--- config.mk ---
export PLATFORM = sky130hd
export DESIGN_NAME = tri3_pipe
export DESIGN_NICKNAME = d
export VERILOG_FILES = /design/src/rtl/tri3_pkg.sv /design/src/rtl/tri3_add_stage.sv /design/src/rtl/tri3_pipe.sv
export SDC_FILE = /design/constraint.sdc
export NUM_CORES = 1
export LEC_CHECK = 0
export BUFFER_PORTS_ARGS = -buffer_cell sky130_fd_sc_hd__buf_2
export CAP_MARGIN = 20
export CORE_UTILIZATION = 48
export DETAILED_ROUTE_END_ITERATION = 8
export PLACE_DENSITY = 0.79
export SETUP_SLACK_MARGIN = 0.15
export SLEW_MARGIN = 20
export SYNTH_ARGS = -nofsm -noshare
export SYNTH_HDL_FRONTEND = slang
export SYNTH_SLANG_ARGS = --single-unit
--- constraint.sdc ---
create_clock -name clk -period 3.3 [get_ports clk]
set_clock_uncertainty 0.1 [all_clocks]
set_input_delay 0.99 -clock clk [delete_from_list [all_inputs] [get_ports clk]]
set_output_delay 0.99 -clock clk [all_outputs]
set_load 0.02 [all_outputs]
--- src/rtl/tri3_pkg.sv ---
package tri3_pkg;

    // Registers each adder contributes: one when whole, two when cut in half.
    function automatic int regs_per_add(input bit deep);
        return deep ? 2 : 1;
    endfunction

    // Clocks from capturing edge to the edge that drives the result.
    function automatic int pipe_latency(input bit deep);
        return 2 * regs_per_add(deep);
    endfunction

    // Width of the lower slice when an add is cut.
    function automatic int low_slice(input int width);
        return width / 2;
    endfunction

endpackage

--- src/rtl/tri3_add_stage.sv ---
module tri3_add_stage #(
    parameter int W     = 18,
    parameter int KW    = 16,
    parameter bit SPLIT = 1'b0
) (
    input  logic          clk,
    input  logic          rst,
    input  logic          v_i,
    input  logic [W-1:0]  x_i,
    input  logic [W-1:0]  y_i,
    input  logic [KW-1:0] k_i,
    output logic          v_o,
    output logic [W-1:0]  s_o,
    output logic [KW-1:0] k_o
);

    generate
        if (SPLIT) begin : g_split
            localparam int LW = tri3_pkg::low_slice(W);
            localparam int HW = W - LW;

            logic [LW:0]   lo_full;
            logic          va_q;
            logic [LW-1:0] lo_q;
            logic          cy_q;
            logic [HW-1:0] xh_q;
            logic [HW-1:0] yh_q;
            logic [KW-1:0] ka_q;
            logic          vb_q;
            logic [W-1:0]  sum_q;
            logic [KW-1:0] kb_q;

            always_comb begin
                lo_full = {1'b0, x_i[LW-1:0]} + {1'b0, y_i[LW-1:0]};
            end

            // First half-stage: lower slice summed, carry and upper operands held.
            always_ff @(posedge clk) begin
                if (rst) begin
                    va_q <= 1'b0;
                end else begin
                    va_q <= v_i;
                end
            end

            always_ff @(posedge clk) begin
                lo_q <= lo_full[LW-1:0];
                cy_q <= lo_full[LW];
                xh_q <= x_i[W-1:LW];
                yh_q <= y_i[W-1:LW];
                ka_q <= k_i;
            end

            // Second half-stage: upper slice absorbs the registered carry.
            always_ff @(posedge clk) begin
                if (rst) begin
                    vb_q <= 1'b0;
                end else begin
                    vb_q <= va_q;
                end
            end

            always_ff @(posedge clk) begin
                sum_q <= {xh_q + yh_q + HW'(cy_q), lo_q};
                kb_q  <= ka_q;
            end

            assign v_o = vb_q;
            assign s_o = sum_q;
            assign k_o = kb_q;

            AST_SPLIT_SUM: assert property (@(posedge clk) disable iff (rst)
                v_o |-> (s_o == $past(x_i + y_i, 2)))
                else $error("split add lost a carry");

        end else begin : g_flat
            logic          v_q;
            logic [W-1:0]  sum_q;
            logic [KW-1:0] k_q;

            always_ff @(posedge clk) begin
                if (rst) begin
                    v_q <= 1'b0;
                end else begin
                    v_q <= v_i;
                end
            end

            always_ff @(posedge clk) begin
                sum_q <= x_i + y_i;
                k_q   <= k_i;
            end

            assign v_o = v_q;
            assign s_o = sum_q;
            assign k_o = k_q;
        end
    endgenerate

endmodule

--- src/rtl/tri3_pipe.sv ---
module tri3_pipe #(
    parameter int DATA_W = 16,
    parameter bit DEEP   = 1'b0
) (
    input  logic              clk,
    input  logic              rst,
    input  logic              in_valid,
    input  logic [DATA_W-1:0] in_data,
    output logic              out_valid,
    output logic [DATA_W+1:0] out_data
);

    localparam int OUT_W = DATA_W + 2;
    localparam int LAT   = tri3_pkg::pipe_latency(DEEP);

    logic [OUT_W-1:0]  opnd_ext;
    logic              dbl_v;
    logic [OUT_W-1:0]  dbl_sum;
    logic [DATA_W-1:0] dbl_opnd;
    logic [OUT_W-1:0]  dbl_opnd_ext;
    logic [DATA_W-1:0] tail_opnd;
    logic [2:0]        since_rst;

    assign opnd_ext     = OUT_W'(in_data);
    assign dbl_opnd_ext = OUT_W'(dbl_opnd);

    // Adder one: A + A, operand rides alongside.
    tri3_add_stage #(.W(OUT_W), .KW(DATA_W), .SPLIT(DEEP)) u_double (
        .clk (clk),
        .rst (rst),
        .v_i (in_valid),
        .x_i (opnd_ext),
        .y_i (opnd_ext),
        .k_i (in_data),
        .v_o (dbl_v),
        .s_o (dbl_sum),
        .k_o (dbl_opnd)
    );

    // Adder two: 2A + A using the operand that produced 2A.
    tri3_add_stage #(.W(OUT_W), .KW(DATA_W), .SPLIT(DEEP)) u_triple (
        .clk (clk),
        .rst (rst),
        .v_i (dbl_v),
        .x_i (dbl_sum),
        .y_i (dbl_opnd_ext),
        .k_i (dbl_opnd),
        .v_o (out_valid),
        .s_o (out_data),
        .k_o (tail_opnd)
    );

    // Clocks elapsed since reset, saturating at the latency.
    always_ff @(posedge clk) begin
        if (rst) begin
            since_rst <= 3'd0;
        end else if (since_rst != 3'(LAT)) begin
            since_rst <= since_rst + 3'd1;
        end
    end

    AST_TRIPLE_OF_OPERAND: assert property (@(posedge clk) disable iff (rst)
        out_valid |-> (out_data == OUT_W'(3 * {2'b00, tail_opnd})))
        else $error("result is not three times its operand");

    AST_RESET_CLEARS: assert property (@(posedge clk) disable iff (rst)
        $past(rst) |-> !out_valid)
        else $error("valid survived reset");

    AST_BUBBLE_KEPT: assert property (@(posedge clk) disable iff (rst)
        (since_rst == 3'(LAT)) && !$past(in_valid, LAT) |-> !out_valid)
        else $error("bubble filled");

    generate
        if (DEEP) begin : g_lat_deep
            AST_LATENCY_DEEP: assert property (@(posedge clk) disable iff (rst)
                (since_rst == 3'(LAT)) |-> (out_valid == $past(in_valid, LAT)))
                else $error("deep latency wrong");
        end else begin : g_lat_flat
            AST_LATENCY_FLAT: assert property (@(posedge clk) disable iff (rst)
                (since_rst == 3'(LAT)) |-> (out_valid == $past(in_valid, LAT)))
                else $error("shallow latency wrong");
        end
    endgenerate

endmodule

==> impl_metrics.prom <==
# TYPE chip_impl_metric gauge
chip_impl_metric{name="cp.arrival",unit="ns"} 2.42
chip_impl_metric{name="grt_pass1_vias",unit=""} 1036
chip_impl_metric{name="drt_pass1_iterations",unit=""} 7
chip_impl_metric{name="grt_pass1_wl",unit="mm"} 4.55
chip_impl_info{name="hp-class",value="reg -> reg"} 1
chip_impl_metric{name="die_area",unit="mm^2"} 0.00342
chip_impl_metric{name="smallest_hold_slack",unit="ns"} 0.256
chip_impl_metric{name="final.min_clock_period",unit="ns"} 2.23
chip_impl_metric{name="total_i_o_pin_count",unit=""} 38
chip_impl_metric{name="worst_ep_required_time",unit="ns"} 3.49
chip_impl_metric{name="final_max_slew_viol_count",unit=""} 0
chip_impl_metric{name="timing.max_slew.rel_slack",unit=""} 0.662
chip_impl_info{name="tritoncts",value="done"} 1
chip_impl_metric{name="global_route.usage.total",unit=""} 0.181
chip_impl_info{name="setup.worst_path.class",value="reg -> reg"} 1
chip_impl_metric{name="layout.area.seq",unit="um^2"} 721
chip_impl_metric{name="cts.clk_slew.worst_paths",unit="ns"} 0.11
chip_impl_metric{name="r2r_slack",unit="ns"} 1.07
chip_impl_metric{name="post_cts_resized",unit=""} 0
chip_impl_metric{name="flip_flop_and_latch_count_after_synthesis",unit=""} 36
chip_impl_info{name="yosys-top-cells-count",value="sky130_fd_sc_hd__dfxtp_1, sky130_fd_sc_hd__ha_1, sky130_fd_sc_hd__a21oi_1"} 1
chip_impl_metric{name="setup_tns",unit="ns"} 0
chip_impl_metric{name="drt-initial-drc-count",unit=""} 34
chip_impl_metric{name="synth_top_cell_area_share",unit=""} 0.471
chip_impl_metric{name="place_worst_setup_slack",unit="ns"} 1.12
chip_impl_metric{name="worst_max_slew_pin_slew",unit="ns"} 0.503
chip_impl_metric{name="final_nets",unit=""} 222
chip_impl_metric{name="floorplan.initialDensity",unit=""} 0.505
chip_impl_metric{name="cts_setup_buffers",unit=""} 0
chip_impl_metric{name="clock.fmax",unit="MHz"} 448
chip_impl_info{name="clock_tree.root_cell",value="sky130_fd_sc_hd__clkbuf_4"} 1
chip_impl_metric{name="die_width",unit="um"} 58.4
chip_impl_metric{name="clock_power_share",unit=""} 0.281
chip_impl_metric{name="final_core_utilization",unit=""} 0.606
chip_impl_metric{name="cellPowerDensity",unit="mW/mm^2"} 582
chip_impl_metric{name="syn-mean-instance-area",unit="um^2"} 10.6
chip_impl_metric{name="synth-xor-area-share",unit=""} 0.0687
chip_impl_metric{name="grt_max_degree",unit=""} 12
chip_impl_metric{name="max_cap_check_violation_count",unit=""} 0
chip_impl_info{name="worstSetupEndpointType",value="flop"} 1
chip_impl_metric{name="synth_warnings",unit=""} 0
chip_impl_metric{name="fillCellCount",unit=""} 260
chip_impl_metric{name="cts.htree.levels",unit=""} 2
chip_impl_metric{name="p_comb_frac",unit=""} 0.247
chip_impl_metric{name="synth_fp_nets",unit=""} 181
chip_impl_metric{name="synth_edf_count",unit=""} 0
chip_impl_metric{name="num_vias",unit=""} 1183
chip_impl_metric{name="multiInputGateArea",unit="um^2"} 771
chip_impl_metric{name="drt_drc_violations_left",unit=""} 0
chip_impl_metric{name="number_of_inserted_diodes",unit=""} 0
chip_impl_metric{name="fp.dieH",unit="um"} 58.4
chip_impl_metric{name="peakVddDrop",unit="mV"} 0.301
chip_impl_metric{name="power.share.switching",unit=""} 0.297
chip_impl_metric{name="critical_path.max_fanout",unit=""} 3
chip_impl_metric{name="fp.coreArea",unit="mm^2"} 0.00303
chip_impl_info{name="hold_path.startpoint",value="u_double.k_o[0]"} 1
chip_impl_info{name="main_combinational_cell_family_by_area_after_synthesis",value="compound AO/OA/AOI/OAI gates"} 1
chip_impl_metric{name="async_flop_share",unit=""} 0
chip_impl_metric{name="route.detailed.vias_per_inst",unit=""} 5.14
chip_impl_metric{name="net_switching_power_figure",unit="uW"} 317
chip_impl_metric{name="yosys-mux-area-fraction",unit=""} 0.00655
chip_impl_metric{name="final_layout_size_suffix_gt1_frac",unit=""} 0.258
chip_impl_metric{name="grt_overflow",unit=""} 0
chip_impl_metric{name="total_leakage_power",unit="nW"} 0.869
chip_impl_metric{name="period_share",unit=""} 0.676
chip_impl_metric{name="final_critical_path_setup_slack",unit="ns"} 1.07
chip_impl_info{name="r2r_start",value="u_double.k_o[1]"} 1
chip_impl_metric{name="setup_viol",unit=""} 0
chip_impl_info{name="grt_setup_unrepaired",value="false"} 1
chip_impl_metric{name="io_buffer_count",unit=""} 37
chip_impl_metric{name="synthCells",unit=""} 144
chip_impl_metric{name="p_int",unit="uW"} 751
chip_impl_info{name="synth_top_area_cell",value="sky130_fd_sc_hd__dfxtp_1"} 1
chip_impl_metric{name="fp-row-count",unit=""} 20
chip_impl_metric{name="cts_inserted_buffers",unit=""} 5
chip_impl_metric{name="synth_cell_area",unit="mm^2"} 0.00153
chip_impl_metric{name="flow.area_growth_from_synthesis",unit="%"} 20.0
chip_impl_metric{name="synth-seq-area-share",unit=""} 0.471
chip_impl_metric{name="synth_fa_ha_area_frac",unit=""} 0.152
chip_impl_metric{name="numClockSinks",unit=""} 36
chip_impl_info{name="synth_top_area_cells",value="sky130_fd_sc_hd__dfxtp_1, sky130_fd_sc_hd__ha_1, sky130_fd_sc_hd__xnor2_1"} 1
chip_impl_metric{name="antenna_left",unit=""} 0
chip_impl_metric{name="number_of_antenna_violations_at_the_first_check_in_global_routing",unit=""} 0
chip_impl_metric{name="cts_hold_buffers",unit=""} 0
chip_impl_info{name="status",value="finished clean"} 1
chip_impl_metric{name="cts_max_path_buffers",unit=""} 2
chip_impl_metric{name="sequentialPowerShare",unit=""} 0.472
chip_impl_metric{name="detail_route.wirelength",unit="mm"} 2.70
chip_impl_metric{name="r2r_cells",unit=""} 7
chip_impl_metric{name="route.detailed.wl_per_inst",unit="um"} 11.7
chip_impl_metric{name="fin_total_pwr",unit="mW"} 1.07
chip_impl_metric{name="clk_latency",unit="ns"} 0.35
chip_impl_metric{name="hpwl",unit="mm"} 2.14
chip_impl_metric{name="gp_congestion",unit=""} 0.832
chip_impl_info{name="whs_endpoint",value="u_triple.s_o[0]"} 1
chip_impl_info{name="synth_ff_type",value="sky130_fd_sc_hd__dfxtp_1"} 1
chip_impl_metric{name="whs_path_depth",unit=""} 0
chip_impl_info{name="timing.rr.end",value="u_triple.s_o[15]"} 1
chip_impl_metric{name="finalHoldViolations",unit=""} 0
chip_impl_info{name="cp-start-kind",value="flop"} 1
chip_impl_metric{name="yosysUniqueCellTypes",unit=""} 36
chip_impl_metric{name="synth_compound_area_frac",unit=""} 0.192
chip_impl_info{name="yosysMostFrequentCell",value="sky130_fd_sc_hd__dfxtp_1"} 1
chip_impl_metric{name="synth_simple_gate_area_frac",unit=""} 0.0843
## per-layer routing
| metal | track usage | vias to the layer above | wire length, um |
|---|---|---|---|
| met5 | 0 | - | 0 |
| met2 | 0.266 | 50 | 1200 |
| met1 | 0.229 | 520 | 1200 |
| met3 | 0.0725 | 9 | 232 |
| li1 | - | 604 | - |
| met4 | 0.0918 | 0 | 68 |
## worst max-delay path by stage
| stage | start | endpoint |
|---|---|---|
| floorplan | u_double.k_o[1] | u_triple.s_o[15] |
| global placement | u_double.k_o[1] | u_triple.s_o[15] |
| detailed placement | u_double.k_o[1] | u_triple.s_o[15] |
| CTS | u_double.k_o[1] | u_triple.s_o[15] |
| global route | u_double.k_o[1] | u_triple.s_o[15] |
| finish | u_double.k_o[1] | u_triple.s_o[15] |
## through the flow
stage	area (um^2)	std cells
finish	1830	230
global route	1830	230
CTS	1830	230
detailed placement	1760	222
global placement	1760	222
floorplan	1530	144
## critical path, stage by stage (launching register included)
cell and delay [ns]:
sky130_fd_sc_hd__dfxtp_1 0.36, sky130_fd_sc_hd__ha_1 0.24, sky130_fd_sc_hd__fa_1 0.41, sky130_fd_sc_hd__a21oi_1 0.29, sky130_fd_sc_hd__o211ai_1 0.14, sky130_fd_sc_hd__o211a_1 0.15
sky130_fd_sc_hd__or4_1 0.40, sky130_fd_sc_hd__nand3_1 0.08
## area by class of cell
class | count | share of cell area
Tap cell | 44 | 0.0300
Timing Repair Buffer | 37 | 0.101
Clock buffer | 6 | 0.0225
Multi-Input combinational cell | 98 | 0.420
Sequential cell | 36 | 0.393
Clock inverter | 2 | 0.0191
Inverter | 7 | 0.0143
## power by group through the flow
stage / sequential [mW] / clock, mW / combinational (mW)
after floorplan: 0.573 / 0 / 0.127
after global placement: 0.514 / 0 / 0.258
after detailed placement: 0.515 / 0 / 0.263
after CTS: 0.505 / 0.306 / 0.264
after global routing: 0.510 / 0.331 / 0.290
final: 0.504 / 0.300 / 0.264
## cells by family after synthesis
group                    after synthesis
flip-flops                            36
AO/OA/AOI/OAI                         42
multiplexers                           1
AND/OR/NAND/NOR                       25
buffers and inverters                 10
XOR/XNOR                              12
adder cells (fa/ha/maj)               18
## sequential cells by signal, summed over array words and instances (netlist names)
name and flops:
u_double.k_o 15, u_double.s_o 1, u_double.v_o 1, u_triple.s_o 18, u_triple.v_o 1
## placed cells by master, fill, tap and decap left out, types with 2 or more instances in the layout
cell	instances
sky130_fd_sc_hd__a211oi_1	4
sky130_fd_sc_hd__a21o_1	3
sky130_fd_sc_hd__a21oi_1	12
sky130_fd_sc_hd__a31oi_1	4
sky130_fd_sc_hd__and2_1	2
sky130_fd_sc_hd__buf_2	37
sky130_fd_sc_hd__clkbuf_4	5
sky130_fd_sc_hd__dfxtp_1	36
sky130_fd_sc_hd__ha_1	17
sky130_fd_sc_hd__inv_1	7
sky130_fd_sc_hd__nand2_1	6
sky130_fd_sc_hd__nand3_1	6
sky130_fd_sc_hd__nor2_1	3
sky130_fd_sc_hd__nor2b_1	3
sky130_fd_sc_hd__o211ai_1	2
sky130_fd_sc_hd__o21ai_0	4
sky130_fd_sc_hd__o21bai_1	2
sky130_fd_sc_hd__xnor2_1	7
sky130_fd_sc_hd__xor2_1	5
Note: power is estimated with default switching activity, not from simulation.
